$ cat src/rtl/pma_pkg.sv
// Package: shared mode encoding and enable bit positions for the power
// mode arbiter. Assumes a 3-bit mode code with four legal values.
package pma_pkg;
    typedef enum logic [2:0] {
        MODE_OFF  = 3'd0,
        MODE_SEEK = 3'd1,
        MODE_ANA  = 3'd2,
        MODE_DIG  = 3'd3
    } pmode_e;

    localparam int EN_W       = 7;
    localparam int EN_ANA_DP  = 0;
    localparam int EN_DIG_DP  = 1;
    localparam int EN_ANA_ACT = 2;
    localparam int EN_DIG_CLK = 3;
    localparam int EN_SOG     = 4;
    localparam int EN_OUTDRV  = 5;
    localparam int EN_BGAP    = 6;
endpackage

$ cat src/rtl/pma_sync.sv
// Module: multi-flop synchroniser for a bundle of independent level flags.
// Assumes each bit is a slow level signal, so no bits are required to move
// together. Reset clears all stages.
module pma_sync #(
    parameter int W      = 4,
    parameter int STAGES = 2
) (
    input  logic         clk,
    input  logic         rst_n,
    input  logic [W-1:0] d_in,
    output logic [W-1:0] d_out
);
    logic [W-1:0] stage_q [STAGES];

    generate
        for (genvar s = 0; s < STAGES; s++) begin : g_stage
            if (s == 0) begin : g_first
                // Purpose: capture the asynchronous flags.
                always_ff @(posedge clk) begin
                    if (!rst_n) stage_q[0] <= '0;
                    else        stage_q[0] <= d_in;
                end
            end else begin : g_next
                // Purpose: settle the flags through one more flop.
                always_ff @(posedge clk) begin
                    if (!rst_n) stage_q[s] <= '0;
                    else        stage_q[s] <= stage_q[s-1];
                end
            end
        end
    endgenerate

    assign d_out = stage_q[STAGES-1];
endmodule

$ cat src/rtl/pma_auto_filter.sv
// Module: computes the automatic interface choice from the synchronised
// detect flags and the select bit, and accepts a new choice only after it
// has been computed on `settle` consecutive edges (0 is taken as 1).
// Assumes the flags are already synchronous to clk.
module pma_auto_filter
    import pma_pkg::*;
#(
    parameter int CNT_W = 8
) (
    input  logic             clk,
    input  logic             rst_n,
    input  logic [2:0]       ana_flags,
    input  logic             dig_flag,
    input  logic             sel,
    input  logic [CNT_W-1:0] settle,
    output pmode_e           auto_next,
    output pmode_e           auto_q
);
    localparam logic [CNT_W-1:0] RUN_MAX = {CNT_W{1'b1}};
    localparam logic [CNT_W-1:0] RUN_ONE = {{(CNT_W-1){1'b0}}, 1'b1};

    logic             ana_seen;
    pmode_e           raw_choice;
    pmode_e           prev_q;
    logic [CNT_W-1:0] run_q;
    logic [CNT_W-1:0] run_nxt;
    logic [CNT_W-1:0] thresh;

    assign ana_seen = |ana_flags;

    // Purpose: instantaneous choice from detection, tie broken by sel.
    always_comb begin
        unique case ({ana_seen, dig_flag})
            2'b00:   raw_choice = MODE_SEEK;
            2'b10:   raw_choice = MODE_ANA;
            2'b01:   raw_choice = MODE_DIG;
            default: raw_choice = sel ? MODE_DIG : MODE_ANA;
        endcase
    end

    // Purpose: length of the current run of equal choices, saturating.
    always_comb begin
        if (raw_choice != prev_q)  run_nxt = RUN_ONE;
        else if (run_q == RUN_MAX) run_nxt = run_q;
        else                       run_nxt = run_q + RUN_ONE;
        thresh    = (settle == '0) ? RUN_ONE : settle;
        auto_next = (run_nxt >= thresh) ? raw_choice : auto_q;
    end

    // Purpose: hold the previous choice, run length and accepted choice.
    always_ff @(posedge clk) begin
        if (!rst_n) begin
            prev_q <= MODE_SEEK;
            run_q  <= '0;
            auto_q <= MODE_SEEK;
        end else begin
            prev_q <= raw_choice;
            run_q  <= run_nxt;
            auto_q <= auto_next;
        end
    end

    // an accepted choice only ever changes to the choice seen at that edge.
    assert_accept_matches_R8: assert property (@(posedge clk) disable iff (!rst_n)
        !$stable(auto_q) |-> auto_q == $past(raw_choice));

    // the run counter never wraps back to zero once running.
    assert_no_run_wrap_R8: assert property (@(posedge clk) disable iff (!rst_n)
        ($past(run_q) != '0) |-> run_q != '0);
endmodule

$ cat src/rtl/pma_mode_sel.sv
// Module: applies the priority order (shutdown, then override, then the
// filtered automatic choice) and registers the resulting mode.
// Assumes the control bits are synchronous to clk.
module pma_mode_sel
    import pma_pkg::*;
(
    input  logic   clk,
    input  logic   rst_n,
    input  logic   shutdown,
    input  logic   ovr_en,
    input  logic   sel,
    input  pmode_e auto_next,
    output pmode_e mode_q
);
    pmode_e mode_nxt;

    // Purpose: pick the next mode by priority.
    always_comb begin
        if (shutdown)    mode_nxt = MODE_OFF;
        else if (ovr_en) mode_nxt = sel ? MODE_DIG : MODE_ANA;
        else             mode_nxt = auto_next;
    end

    // Purpose: hold the current mode; reset parks it in seek.
    always_ff @(posedge clk) begin
        if (!rst_n) mode_q <= MODE_SEEK;
        else        mode_q <= mode_nxt;
    end

    // shutdown forces the off mode on the next cycle.
    assert_shutdown_off_R2: assert property (@(posedge clk) disable iff (!rst_n)
        shutdown |=> mode_q == MODE_OFF);

    // override with select 0 forces analog.
    assert_ovr_analog_R3: assert property (@(posedge clk) disable iff (!rst_n)
        (!shutdown && ovr_en && !sel) |=> mode_q == MODE_ANA);

    // override with select 1 forces digital.
    assert_ovr_digital_R3: assert property (@(posedge clk) disable iff (!rst_n)
        (!shutdown && ovr_en && sel) |=> mode_q == MODE_DIG);

    // only the four legal codes appear.
    assert_legal_code_R12: assert property (@(posedge clk) disable iff (!rst_n)
        mode_q inside {MODE_OFF, MODE_SEEK, MODE_ANA, MODE_DIG});
endmodule

$ cat src/rtl/pma_pwr_decode.sv
// Module: decodes the registered mode into one enable per circuit group and
// the sync indication. Purely combinational from the mode register.
module pma_pwr_decode
    import pma_pkg::*;
(
    input  pmode_e          mode,
    output logic [EN_W-1:0] en,
    output logic            sync_seen
);
    // Purpose: per-mode set of powered circuit groups.
    always_comb begin
        en = '0;
        unique case (mode)
            MODE_SEEK: begin
                en[EN_ANA_ACT] = 1'b1;
                en[EN_DIG_CLK] = 1'b1;
                en[EN_SOG]     = 1'b1;
                en[EN_BGAP]    = 1'b1;
            end
            MODE_ANA: begin
                en[EN_ANA_DP]  = 1'b1;
                en[EN_DIG_CLK] = 1'b1;
                en[EN_SOG]     = 1'b1;
                en[EN_OUTDRV]  = 1'b1;
                en[EN_BGAP]    = 1'b1;
            end
            MODE_DIG: begin
                en[EN_DIG_DP]  = 1'b1;
                en[EN_ANA_ACT] = 1'b1;
                en[EN_SOG]     = 1'b1;
                en[EN_OUTDRV]  = 1'b1;
                en[EN_BGAP]    = 1'b1;
            end
            default: en = '0;
        endcase
        sync_seen = (mode == MODE_ANA) || (mode == MODE_DIG);
    end
endmodule

$ cat src/rtl/pwr_mode_arbiter.sv
// Module: top of the dual-interface power mode arbiter. Synchronises the
// detect flags, filters the automatic choice, applies the priority order
// and decodes the enables. Assumes control bits come from a register bank
// clocked by clk.
module pwr_mode_arbiter
    import pma_pkg::*;
#(
    parameter int CNT_W       = 8,
    parameter int SYNC_STAGES = 2
) (
    input  logic             clk,
    input  logic             rst_n,
    input  logic [2:0]       ana_act,
    input  logic             dig_clk_seen,
    input  logic             shutdown,
    input  logic             ovr_en,
    input  logic             if_sel,
    input  logic [CNT_W-1:0] settle,
    output logic [2:0]       mode_code,
    output logic [6:0]       pwr_en,
    output logic             sync_seen,
    output logic [7:0]       status
);
    localparam int FLAG_W = 4;

    logic [FLAG_W-1:0] flags_s;
    pmode_e            auto_next;
    pmode_e            auto_q;
    pmode_e            mode_q;
    logic [EN_W-1:0]   en_w;
    logic              sync_w;

    pma_sync #(.W(FLAG_W), .STAGES(SYNC_STAGES)) u_sync (
        .clk   (clk),
        .rst_n (rst_n),
        .d_in  ({dig_clk_seen, ana_act}),
        .d_out (flags_s)
    );

    pma_auto_filter #(.CNT_W(CNT_W)) u_filter (
        .clk       (clk),
        .rst_n     (rst_n),
        .ana_flags (flags_s[2:0]),
        .dig_flag  (flags_s[3]),
        .sel       (if_sel),
        .settle    (settle),
        .auto_next (auto_next),
        .auto_q    (auto_q)
    );

    pma_mode_sel u_mode (
        .clk       (clk),
        .rst_n     (rst_n),
        .shutdown  (shutdown),
        .ovr_en    (ovr_en),
        .sel       (if_sel),
        .auto_next (auto_next),
        .mode_q    (mode_q)
    );

    pma_pwr_decode u_dec (
        .mode      (mode_q),
        .en        (en_w),
        .sync_seen (sync_w)
    );

    assign mode_code = mode_q;
    assign pwr_en    = en_w;
    assign sync_seen = sync_w;
    assign status    = {flags_s[2:0], flags_s[3], sync_w, mode_q};

    // the two datapaths are never both enabled.
    assert_one_datapath_R9: assert property (@(posedge clk) disable iff (!rst_n)
        !(pwr_en[EN_ANA_DP] && pwr_en[EN_DIG_DP]));

    // the off mode leaves every group unpowered.
    assert_off_all_dark_R9: assert property (@(posedge clk) disable iff (!rst_n)
        (mode_q == MODE_OFF) |-> pwr_en == '0);

    // sync indication tracks an active interface.
    assert_sync_active_R10: assert property (@(posedge clk) disable iff (!rst_n)
        sync_seen == (mode_q == MODE_ANA || mode_q == MODE_DIG));

    // with no override or shutdown, mode follows the accepted choice.
    assert_auto_follow_R8: assert property (@(posedge clk) disable iff (!rst_n)
        (!shutdown && !ovr_en) |=> mode_q == auto_q);
endmodule

$ cat config.mk
export PLATFORM = sky130hd
export DESIGN_NAME = pwr_mode_arbiter
export DESIGN_NICKNAME = d
export VERILOG_FILES = /design/src/rtl/pma_pkg.sv /design/src/rtl/pma_sync.sv /design/src/rtl/pma_auto_filter.sv /design/src/rtl/pma_mode_sel.sv /design/src/rtl/pma_pwr_decode.sv /design/src/rtl/pwr_mode_arbiter.sv
export SDC_FILE = /design/constraint.sdc
export NUM_CORES = 1
export LEC_CHECK = 0
export BUFFER_PORTS_ARGS = -buffer_cell sky130_fd_sc_hd__buf_2
export CAP_MARGIN = 0
export CELL_PAD_IN_SITES_DETAIL_PLACEMENT = 1
export CELL_PAD_IN_SITES_GLOBAL_PLACEMENT = 1
export CORE_ASPECT_RATIO = 1.4
export CORE_MARGIN = 4
export CORE_UTILIZATION = 34
export CTS_CLUSTER_DIAMETER = 60
export DETAILED_ROUTE_END_ITERATION = 10
export PLACE_DENSITY = 0.83
export SLEW_MARGIN = 10
export SYNTH_ARGS = -nofsm -noshare
export SYNTH_HDL_FRONTEND = slang
export SYNTH_HIERARCHICAL = 1
export SYNTH_SLANG_ARGS = --single-unit
$ cat constraint.sdc
create_clock -name clk -period 2.8 [get_ports clk]
set_clock_uncertainty 0.05 [all_clocks]
set_input_delay 0.56 -clock clk [delete_from_list [all_inputs] [get_ports clk]]
set_output_delay 0.56 -clock clk [all_outputs]
set_load 0.02 [all_outputs]
==> flow_summary.rst, run 1 <==
.. list-table::
   :header-rows: 1

   * - Metric
     - Value
   * - Initial antenna violation count
     - 0
   * - Count of antenna diodes in the layout
     - 0
   * - Final HPWL DP
     - 2518 um
   * - Adder and majority cell fraction of the synthesized area
     - 0.08780
   * - Relative area change from synthesis to final layout
     - 34.73%
   * - Syn Std Cell Area
     - 1282 sq um
   * - Number of clock sinks
     - 24
   * - Worst setup EP type
     - flop
   * - DIE WIDTH
     - 59.91 um
   * - Worst voltage drop across the vdd grid
     - 237.6 uV
   * - Top fanout value on the critical path
     - 7
   * - XOR/XNOR Fraction of Synth Area
     - 0.02049
   * - Fmax
     - 0.3479 GHz
   * - Total detailed-routing wirelength
     - 3118 um
   * - Total clock buffers created by CTS
     - 3
   * - Final Power
     - 0.8045 mW
   * - Final worst slack
     - -74.76 ps
   * - Number of buffers on the longest clock path
     - 2
   * - Post-route fraction of the period consumed by the critical path
     - 1.027
   * - Sort of element at the start of the critical path
     - flop
   * - Number of placed instances with taps included
     - 229
   * - Pin count of the biggest net entering global routing
     - 19
   * - Syn. warnings
     - 6
   * - Buffer type at the clock tree root
     - sky130_fd_sc_hd__clkbuf_8
   * - Critical path arrival
     - 2990 ps
   * - Count of nets left with antenna violations after detail routing
     - 0
   * - Proportion of synthesized area in mux cells
     - 0.06244
   * - Final cell count without fillers
     - 236
   * - Total routing resource utilization after global routing
     - 0.1377
   * - Total Negative Setup Slacks
     - -182.7 ps
   * - Floorplan Core Area
     - 3643 sq um
   * - I/O pin total
     - 36
   * - Post-detailed-route via-to-cell ratio
     - 4.936
   * - Global-route wire length before repair
     - 5168 um
   * - Relative max-transition margin
     - 0.6502
   * - Final setup violation count
     - 3
   * - Register bit count reported by yosys
     - 24
   * - Clk pin slew, worst setup/hold paths
     - 90 ps
   * - Unrepaired setup endpoints after global routing
     - true
   * - Number of standard cells after synthesis
     - 143
   * - Simple-gate share of the synthesized area
     - 0.2732
   * - Clock latency of the later-clocked register in the worst-skew pair
     - 260 ps
   * - Detail-routed net length per standard cell
     - 13.21 um
   * - Fraction of final layout cells with drive strength greater than 1
     - 0.4021
   * - Type of the setup path with the least slack
     - reg -> reg
   * - Final estimated routing congestion in global placement
     - 0.7954
   * - Final-stage net count
     - 221
   * - Average cell area after synthesis
     - 8.968 sq um
   * - Number of search-and-repair iterations in the first detailed-routing pass
     - 4
   * - First-iteration detailed-routing DRC count
     - 7
   * - Worst slew pin tran
     - 521.2 ps
   * - Pwr Density
     - 465.6 nW/um^2
   * - Failing checks
     - setup timing
   * - Number of global-route vias before repair
     - 1,198
   * - IO Port Bufs
     - 35
   * - Data required time at the worst endpoint
     - 2920 ps
   * - Sequential cell area fraction in the yosys report
     - 0.3746
   * - Path category of the worst min-delay check
     - reg -> reg
   * - Final min period
     - 2875 ps
   * - Area fraction in compound gates after synthesis
     - 0.1141
   * - Initial Util
     - 0.3520
   * - LEAKAGE
     - 0.8322 nW
   * - Die span in y
     - 80.67 um
   * - Total grt overflow
     - 0
   * - Maximum Capacitance Violations
     - 0
   * - Number of max-slew violations in the final report
     - 0
   * - Via count
     - 1,165
   * - Clock tree from TritonCTS
     - built
   * - Dominant combinational cell family by area after synthesis
     - simple AND/OR/NAND/NOR gates
   * - Hold bufs inserted after CTS
     - 0
   * - Full die area
     - 4833 sq um
   * - Std-Cell Rows
     - 26
   * - Count of final hold-check violations
     - 0
   * - Net Count, Synth
     - 169
   * - CTS H-tree lvls
     - 1
   * - Remaining routing DRC violations
     - 0
   * - Number of library cell types mapped by synthesis
     - 37
   * - Outcome
     - complete, but fails checks
==> critical path: stages (launching register included) <==
cell and delay (ps):
sky130_fd_sc_hd__dfxtp_4 350, sky130_fd_sc_hd__or4_4 560, sky130_fd_sc_hd__o32ai_4 180, sky130_fd_sc_hd__nor2_4 90
sky130_fd_sc_hd__nor2_1 150, sky130_fd_sc_hd__ha_1 250, sky130_fd_sc_hd__a2111o_1 450, sky130_fd_sc_hd__a31oi_4 240
sky130_fd_sc_hd__mux2_4 330, sky130_fd_sc_hd__nor2_2 80, sky130_fd_sc_hd__nor3b_1 50
==> timing repair <==
| action | 4_1_cts | 5_1_grt |
|---|---|---|
| setup buffers | 2 | 1 |
| endpoints found under the setup margin | 6 | 6 |
| resized for setup | 4 | 4 |
==> layout make-up <==
| class | count | area [sq um] |
|---|---|---|
| Sequential cell | 24 | 485.5 |
| Clock inverter | 1 | 30.03 |
| Inverter | 11 | 41.29 |
| Fill cell | 460 | 1916 |
| Clock buffer | 3 | 41.29 |
| Multi-Input combinational cell | 102 | 763.2 |
| Tap cell | 42 | 52.55 |
| Timing Repair Buffer | 53 | 314.1 |
==> stage by stage <==
step	utilization	worst slack, ps	instance area [sq um]	hold WS [ps]
floorplan	-	-31.23	1311	355.7
global placement	0.4409	-113.3	1607	360.3
detailed placement	0.4409	-201.7	1607	369.9
CTS	0.4691	-92.12	1709	392.1
global route	0.4742	-202.8	1728	407.6
finish	0.4742	-74.76	1728	388.7
==> power by group <==
group,leakage [nW],switching (mW),total (mW),internal [mW]
registers,0.198,0.00856,0.361,0.353
clock network,0.0357,0.111,0.302,0.191
logic,0.599,0.0748,0.141,0.0663
==> final timing paths <==
kind | from | endpoint | slack, ps | cells after the start
worst max-delay path | u_sync/stage_q[1][0] | u_mode/mode_q[1] | -70 | 10
worst min register to register | u_sync/stage_q[0][1] | u_sync/stage_q[1][1] | 390 | 1
worst max register to register | u_sync/stage_q[1][0] | u_mode/mode_q[1] | -70 | 10
worst min-delay path | u_sync/stage_q[0][1] | u_sync/stage_q[1][1] | 390 | 1
==> cell usage after synthesis <==
library cell	n	area (sq um)
sky130_fd_sc_hd__o21ai_0	5	25.02
sky130_fd_sc_hd__o2111a_1	1	11.26
sky130_fd_sc_hd__inv_1	11	41.29
sky130_fd_sc_hd__o21ai_1	2	10.01
sky130_fd_sc_hd__a31o_2	1	8.760
sky130_fd_sc_hd__nor2b_4	1	13.76
sky130_fd_sc_hd__buf_4	6	45.04
sky130_fd_sc_hd__nor3_1	3	15.01
sky130_fd_sc_hd__nand4_1	2	12.51
sky130_fd_sc_hd__a2111o_1	1	11.26
sky130_fd_sc_hd__a31oi_4	1	21.27
sky130_fd_sc_hd__mux2_4	2	30.03
sky130_fd_sc_hd__o21a_1	2	15.01
sky130_fd_sc_hd__nand3_1	2	10.01
sky130_fd_sc_hd__or4_4	1	11.26
sky130_fd_sc_hd__dfxtp_1	24	480.5
sky130_fd_sc_hd__nor4_1	1	6.260
sky130_fd_sc_hd__nor2_1	25	93.84
sky130_fd_sc_hd__nand2b_4	1	13.76
sky130_fd_sc_hd__nand2b_1	3	18.77
sky130_fd_sc_hd__mux2i_1	5	50.05
sky130_fd_sc_hd__o211ai_1	1	7.510
sky130_fd_sc_hd__and4bb_2	1	12.51
sky130_fd_sc_hd__ha_1	9	112.6
sky130_fd_sc_hd__and2b_1	1	7.510
sky130_fd_sc_hd__nor3b_1	1	7.510
sky130_fd_sc_hd__xnor2_1	3	26.28
sky130_fd_sc_hd__a41o_1	1	10.01
sky130_fd_sc_hd__and2_1	10	62.56
sky130_fd_sc_hd__o32ai_2	1	16.27
sky130_fd_sc_hd__nor2_2	1	6.260
sky130_fd_sc_hd__nand2_1	8	30.03
sky130_fd_sc_hd__and3_2	1	7.510
sky130_fd_sc_hd__a21oi_1	2	10.01
sky130_fd_sc_hd__nor2b_1	1	6.260
sky130_fd_sc_hd__and2_2	1	7.510
sky130_fd_sc_hd__or4_1	1	7.510
==> placed cells by master, fill, tap and decap left out, drive strengths merged <==
| cell | instances |
|---|---|
| clkbuf | 3 |
| a31oi | 1 |
| a2111o | 1 |
| nor3b | 1 |
| nand2b | 4 |
| mux2 | 2 |
| nand3 | 2 |
| a21oi | 2 |
| o211ai | 1 |
| and3 | 1 |
| mux2i | 5 |
| nor3 | 3 |
| ha | 9 |
| nor2 | 26 |
| and2 | 11 |
| or4 | 2 |
| and4bb | 1 |
| a31o | 1 |
| o2111a | 1 |
| bufinv | 1 |
| o21a | 2 |
| o32ai | 1 |
| inv | 11 |
| a41o | 1 |
| nand4 | 2 |
| o21ai | 7 |
| xnor2 | 3 |
| buf | 53 |
| nor4 | 1 |
| nand2 | 8 |
| and2b | 1 |
| dfxtp | 24 |
| nor2b | 2 |
==> cell families (layout without fill, tap and decap cells) <==
kind of cell | count (synthesis) | after routing
simple gates | 65 | 65
flops | 24 | 24
compound gates | 18 | 18
buf+inv | 17 | 68
fa+ha+maj | 9 | 9
mux | 7 | 7
xor+xnor | 3 | 3
==> sequential cells by signal (all words and copies together), names as in the netlist <==
register         count
u_filter/run_q       8
u_sync/stage_q       8
u_filter/auto_q      3
u_mode/mode_q        3
u_filter/prev_q      2
==> metal layers <==
| metal | GRT usage | up-vias | wire, um |
|---|---|---|---|
| met5 | 0 | - | 0 |
| met4 | 0.04656 | 0 | 21 |
| met3 | 0.01608 | 2 | 124 |
| met2 | 0.2716 | 23 | 1805 |
| met1 | 0.1412 | 561 | 1167 |
| li1 | - | 579 | - |
Note: power is estimated with default switching activity, not from simulation.
==> run 2, diff against run 1 <==
- ABC_AREA: default -> 1
- BUFFER_PORTS_ARGS: -buffer_cell sky130_fd_sc_hd__buf_2 -> default
- CORE_UTILIZATION: 34 -> 39
- DONT_BUFFER_PORTS: default -> 1
- MAX_ROUTING_LAYER: default -> met4
- PLACE_DENSITY: 0.83 -> 0.82
==> run 2 against run 1 <==
Combinational power decreased by 14%; critical path type unchanged; fmax increased by 12%; power fell by 1.2%; core utilization fell by 2.6 points; via count increased by 0.77%; hold slack lost 77 ps; routed wire length fell by 0.16%; highest routed layer unchanged; first-iteration DRC count is 140% higher; non-clock buffer count decreased by 49; area after synthesis increased by 12%; the flow now finishes without violations.
==> flow_summary.rst, run 2 <==
.. list-table::
   :header-rows: 1

   * - Metric
     - Value
   * - Hold bufs inserted after CTS
     - 0
   * - Count of final hold-check violations
     - 0
   * - Relative area change from synthesis to final layout
     - 7.806%
   * - Bufs and invs on worst path
     - 0
   * - Post-detailed-route via-to-cell ratio
     - 4.831
   * - Most frequent cell after synthesis
     - sky130_fd_sc_hd__nand2_1
   * - Pin count of the biggest net entering global routing
     - 15
   * - Largest regs
     - u_filter/run_q: 8 flops, u_sync/stage_q: 8 flops
   * - Number of buffers on the longest clock path
     - 2
   * - Buffer type at the clock tree root
     - sky130_fd_sc_hd__clkbuf_8
   * - Total routing resource utilization after global routing
     - 0.1516
   * - Net Count, Synth
     - 228
   * - Number of library cell types mapped by synthesis
     - 28
   * - Final setup violation count
     - 0
   * - Post-route worst hold slack
     - 312.1 ps
   * - Syn. warnings
     - 6
   * - Worst stage delay on the critical path
     - 370 ps
   * - Final estimated routing congestion in global placement
     - 0.8373
   * - Type of the setup path with the least slack
     - reg -> reg
   * - Share of synthesized registers carrying an async set or reset
     - 0
   * - Full die area
     - 4750 sq um
   * - Count of nets left with antenna violations after detail routing
     - 0
   * - DIE WIDTH
     - 59.40 um
   * - Post-Place Cell Area
     - 1465 sq um
   * - Average cell area after synthesis
     - 7.142 sq um
   * - Post-synth EDFFs
     - 0
   * - Worst path top cell family by delay
     - simple AND/OR/NAND/NOR gates
   * - IO Port Bufs
     - 0
   * - Clock latency of the later-clocked register in the worst-skew pair
     - 260 ps
   * - Final-stage net count
     - 230
   * - Fraction of final layout cells with drive strength greater than 1
     - 0.2069
   * - Syn Std Cell Area
     - 1443 sq um
   * - Critical path arrival
     - 2680 ps
   * - Sequential cell area fraction in the yosys report
     - 0.3330
   * - Global-route track usage on met1
     - 0.1477
   * - Fraction of synthesized cell area taken by the top area cell type
     - 0.3330
   * - Worst setup EP type
     - flop
   * - Number of clock sinks
     - 24
   * - Final min period
     - 2563 ps
   * - Register bit count reported by yosys
     - 24
   * - Maximum Capacitance Violations
     - 0
   * - Relative max-transition margin
     - 0.5756
   * - Outcome
     - finished clean
   * - GR peak layer
     - met2
   * - Std-Cell Rows
     - 25
   * - Top fanout value on the critical path
     - 8
   * - Post-route fraction of the period consumed by the critical path
     - 0.9154
   * - Most common library cell in the layout ignoring fill and taps
     - sky130_fd_sc_hd__nand2_1
   * - Final HPWL DP
     - 2573 um
   * - Fmax
     - 0.3902 GHz
   * - Worst slew pin tran
     - 631.7 ps
   * - GR met2 Demand/Resource
     - 0.2877
   * - Count of antenna diodes in the layout
     - 0
   * - Remaining routing DRC violations
     - 0
   * - Post-route standard cell area excluding fillers
     - 1555 sq um
   * - Number of global-route vias before repair
     - 1,259
   * - Total detailed-routing wirelength
     - 3113 um
   * - Initial antenna violation count
     - 0
   * - Sort of element at the start of the critical path
     - flop
   * - Top cells by area in the synthesized netlist
     - sky130_fd_sc_hd__dfxtp_1, sky130_fd_sc_hd__nand2_1, sky130_fd_sc_hd__inv_1
   * - Number of standard cells after synthesis
     - 202
   * - Number of max-slew violations in the final report
     - 0
   * - Data required time at the worst endpoint
     - 2920 ps
   * - Area leader, netlist
     - sky130_fd_sc_hd__dfxtp_1
   * - Most common cell on crit path
     - sky130_fd_sc_hd__nand2_1
   * - Initial Util
     - 0.4155
   * - Total grt overflow
     - 0
   * - Floorplan Core Area
     - 3472 sq um
   * - Path category of the worst min-delay check
     - in -> reg
   * - Detail-routed net length per standard cell
     - 12.81 um
   * - Total clock buffers created by CTS
     - 3
   * - Clock tree from TritonCTS
     - built
   * - Critical-path cell list
     - ha_1, nand2_1, nor2_4, nand2_4, o21ai_2, nor2_1, ha_1, nand2_1, nand3_1, nand2_1, nand2_1, nand2_1, nand2_1, nand2_1, nand2_1, nand2_1, nand2_1, nand2_1, nand2_1
   * - Met3 routing resource usage after global routing
     - 0.01942
   * - Number of search-and-repair iterations in the first detailed-routing pass
     - 4
   * - Post-layout utilization of the core
     - 0.4479
   * - Slowest stage cell on the critical path
     - sky130_fd_sc_hd__dfxtp_2
   * - Global-route wire length before repair
     - 5416 um
   * - LEAKAGE
     - 0.9110 nW
   * - Via count
     - 1,174
   * - I/O pin total
     - 36
   * - Dominant register cell in the synthesized netlist
     - sky130_fd_sc_hd__dfxtp_1
   * - Post-synth top cells
     - sky130_fd_sc_hd__nand2_1, sky130_fd_sc_hd__inv_1, sky130_fd_sc_hd__dfxtp_1
   * - CTS H-tree lvls
     - 1
   * - Worst voltage drop across the vdd grid
     - 328.5 uV
   * - Die span in y
     - 79.97 um
   * - First-iteration detailed-routing DRC count
     - 17
   * - Most frequent cells in the layout
     - sky130_fd_sc_hd__nand2_1, sky130_fd_sc_hd__inv_1, sky130_fd_sc_hd__dfxtp_1, sky130_fd_sc_hd__nor2_1, sky130_fd_sc_hd__nand3_1
   * - Pwr Density
     - 511.0 nW/um^2
   * - Clk pin slew, worst setup/hold paths
     - 90 ps
## run 2: cell families (layout without fill, tap and decap cells)
group                      after synthesis  count (layout)  share of synthesized area
AOI/OAI and AO/OA                        9               9                    0.03816
xor gates and xnor gates                 4               4                    0.02949
adders and majority gates                9               9                    0.07806
buffers and inverters                   56              57                     0.1622
DFF                                     24              24                     0.3330
and+or+nand+nor                        100             100                     0.3591
## run 2: cell type report
cell class | count | area, sq um
fillers | 451 | 1917
multi-input cells | 122 | 737.0
flip-flops and latches | 24 | 483.0
inverters | 49 | 183.9
well taps | 40 | 50.05
clock buffers | 3 | 41.29
clock inverters | 1 | 30.03
repair buffers | 4 | 30.03
## run 2: metrics by stage
stage	power [mW]	setup WS [ps]	std cells	setup TNS, ps
2_1_floorplan	0.4824	537.7	202	0
3_3_place_gp	0.4946	271.2	238	0
3_5_place_dp	0.4980	164.6	238	0
4_1_cts	0.8018	104.7	242	0
5_1_grt	0.8359	-19.87	243	-19.87
6_report	0.7948	236.9	243	0
## run 2: path summary, 6_finish.rpt
path	startpoint	end	slack, ps	cells after the start
worst min-delay path	rst_n	u_mode/mode_q[0]	310	1
worst max-delay path	u_filter/run_q[0]	u_mode/mode_q[0]	240	19
worst min register to register	u_sync/stage_q[0][2]	u_sync/stage_q[1][2]	370	2
worst max register to register	u_filter/run_q[0]	u_mode/mode_q[0]	240	19
## run 2: metal layers
layer  vias to the layer above  wire length (um)
li1                        596                 -
met1                       560              1160
met2                        14              1830
met3                         4                73
met4                         0                48
met5                         -                 0
## run 2: power breakdown
part | internal (mW) | switching (mW)
clock | 0.191 | 0.112
combinational | 0.0418 | 0.0794
sequential | 0.354 | 0.0161
## run 2: worst reg2reg max path, stage by stage (launching register included)
cell,delay (ps)
sky130_fd_sc_hd__dfxtp_2,370
sky130_fd_sc_hd__ha_1,170
sky130_fd_sc_hd__nand2_1,110
sky130_fd_sc_hd__nor2_4,150
sky130_fd_sc_hd__nand2_4,110
sky130_fd_sc_hd__o21ai_2,180
sky130_fd_sc_hd__nor2_1,80
sky130_fd_sc_hd__ha_1,310
sky130_fd_sc_hd__nand2_1,80
sky130_fd_sc_hd__nand3_1,90
sky130_fd_sc_hd__nand2_1,60
sky130_fd_sc_hd__nand2_1,40
sky130_fd_sc_hd__nand2_1,130
sky130_fd_sc_hd__nand2_1,140
sky130_fd_sc_hd__nand2_1,130
sky130_fd_sc_hd__nand2_1,70
sky130_fd_sc_hd__nand2_1,70
sky130_fd_sc_hd__nand2_1,50
sky130_fd_sc_hd__nand2_1,50
sky130_fd_sc_hd__nand2_1,40
## run 2: repair_timing
item,CTS,global route
endpoints found under the setup margin,0,2
resized for setup,0,4
setup buffers,0,1
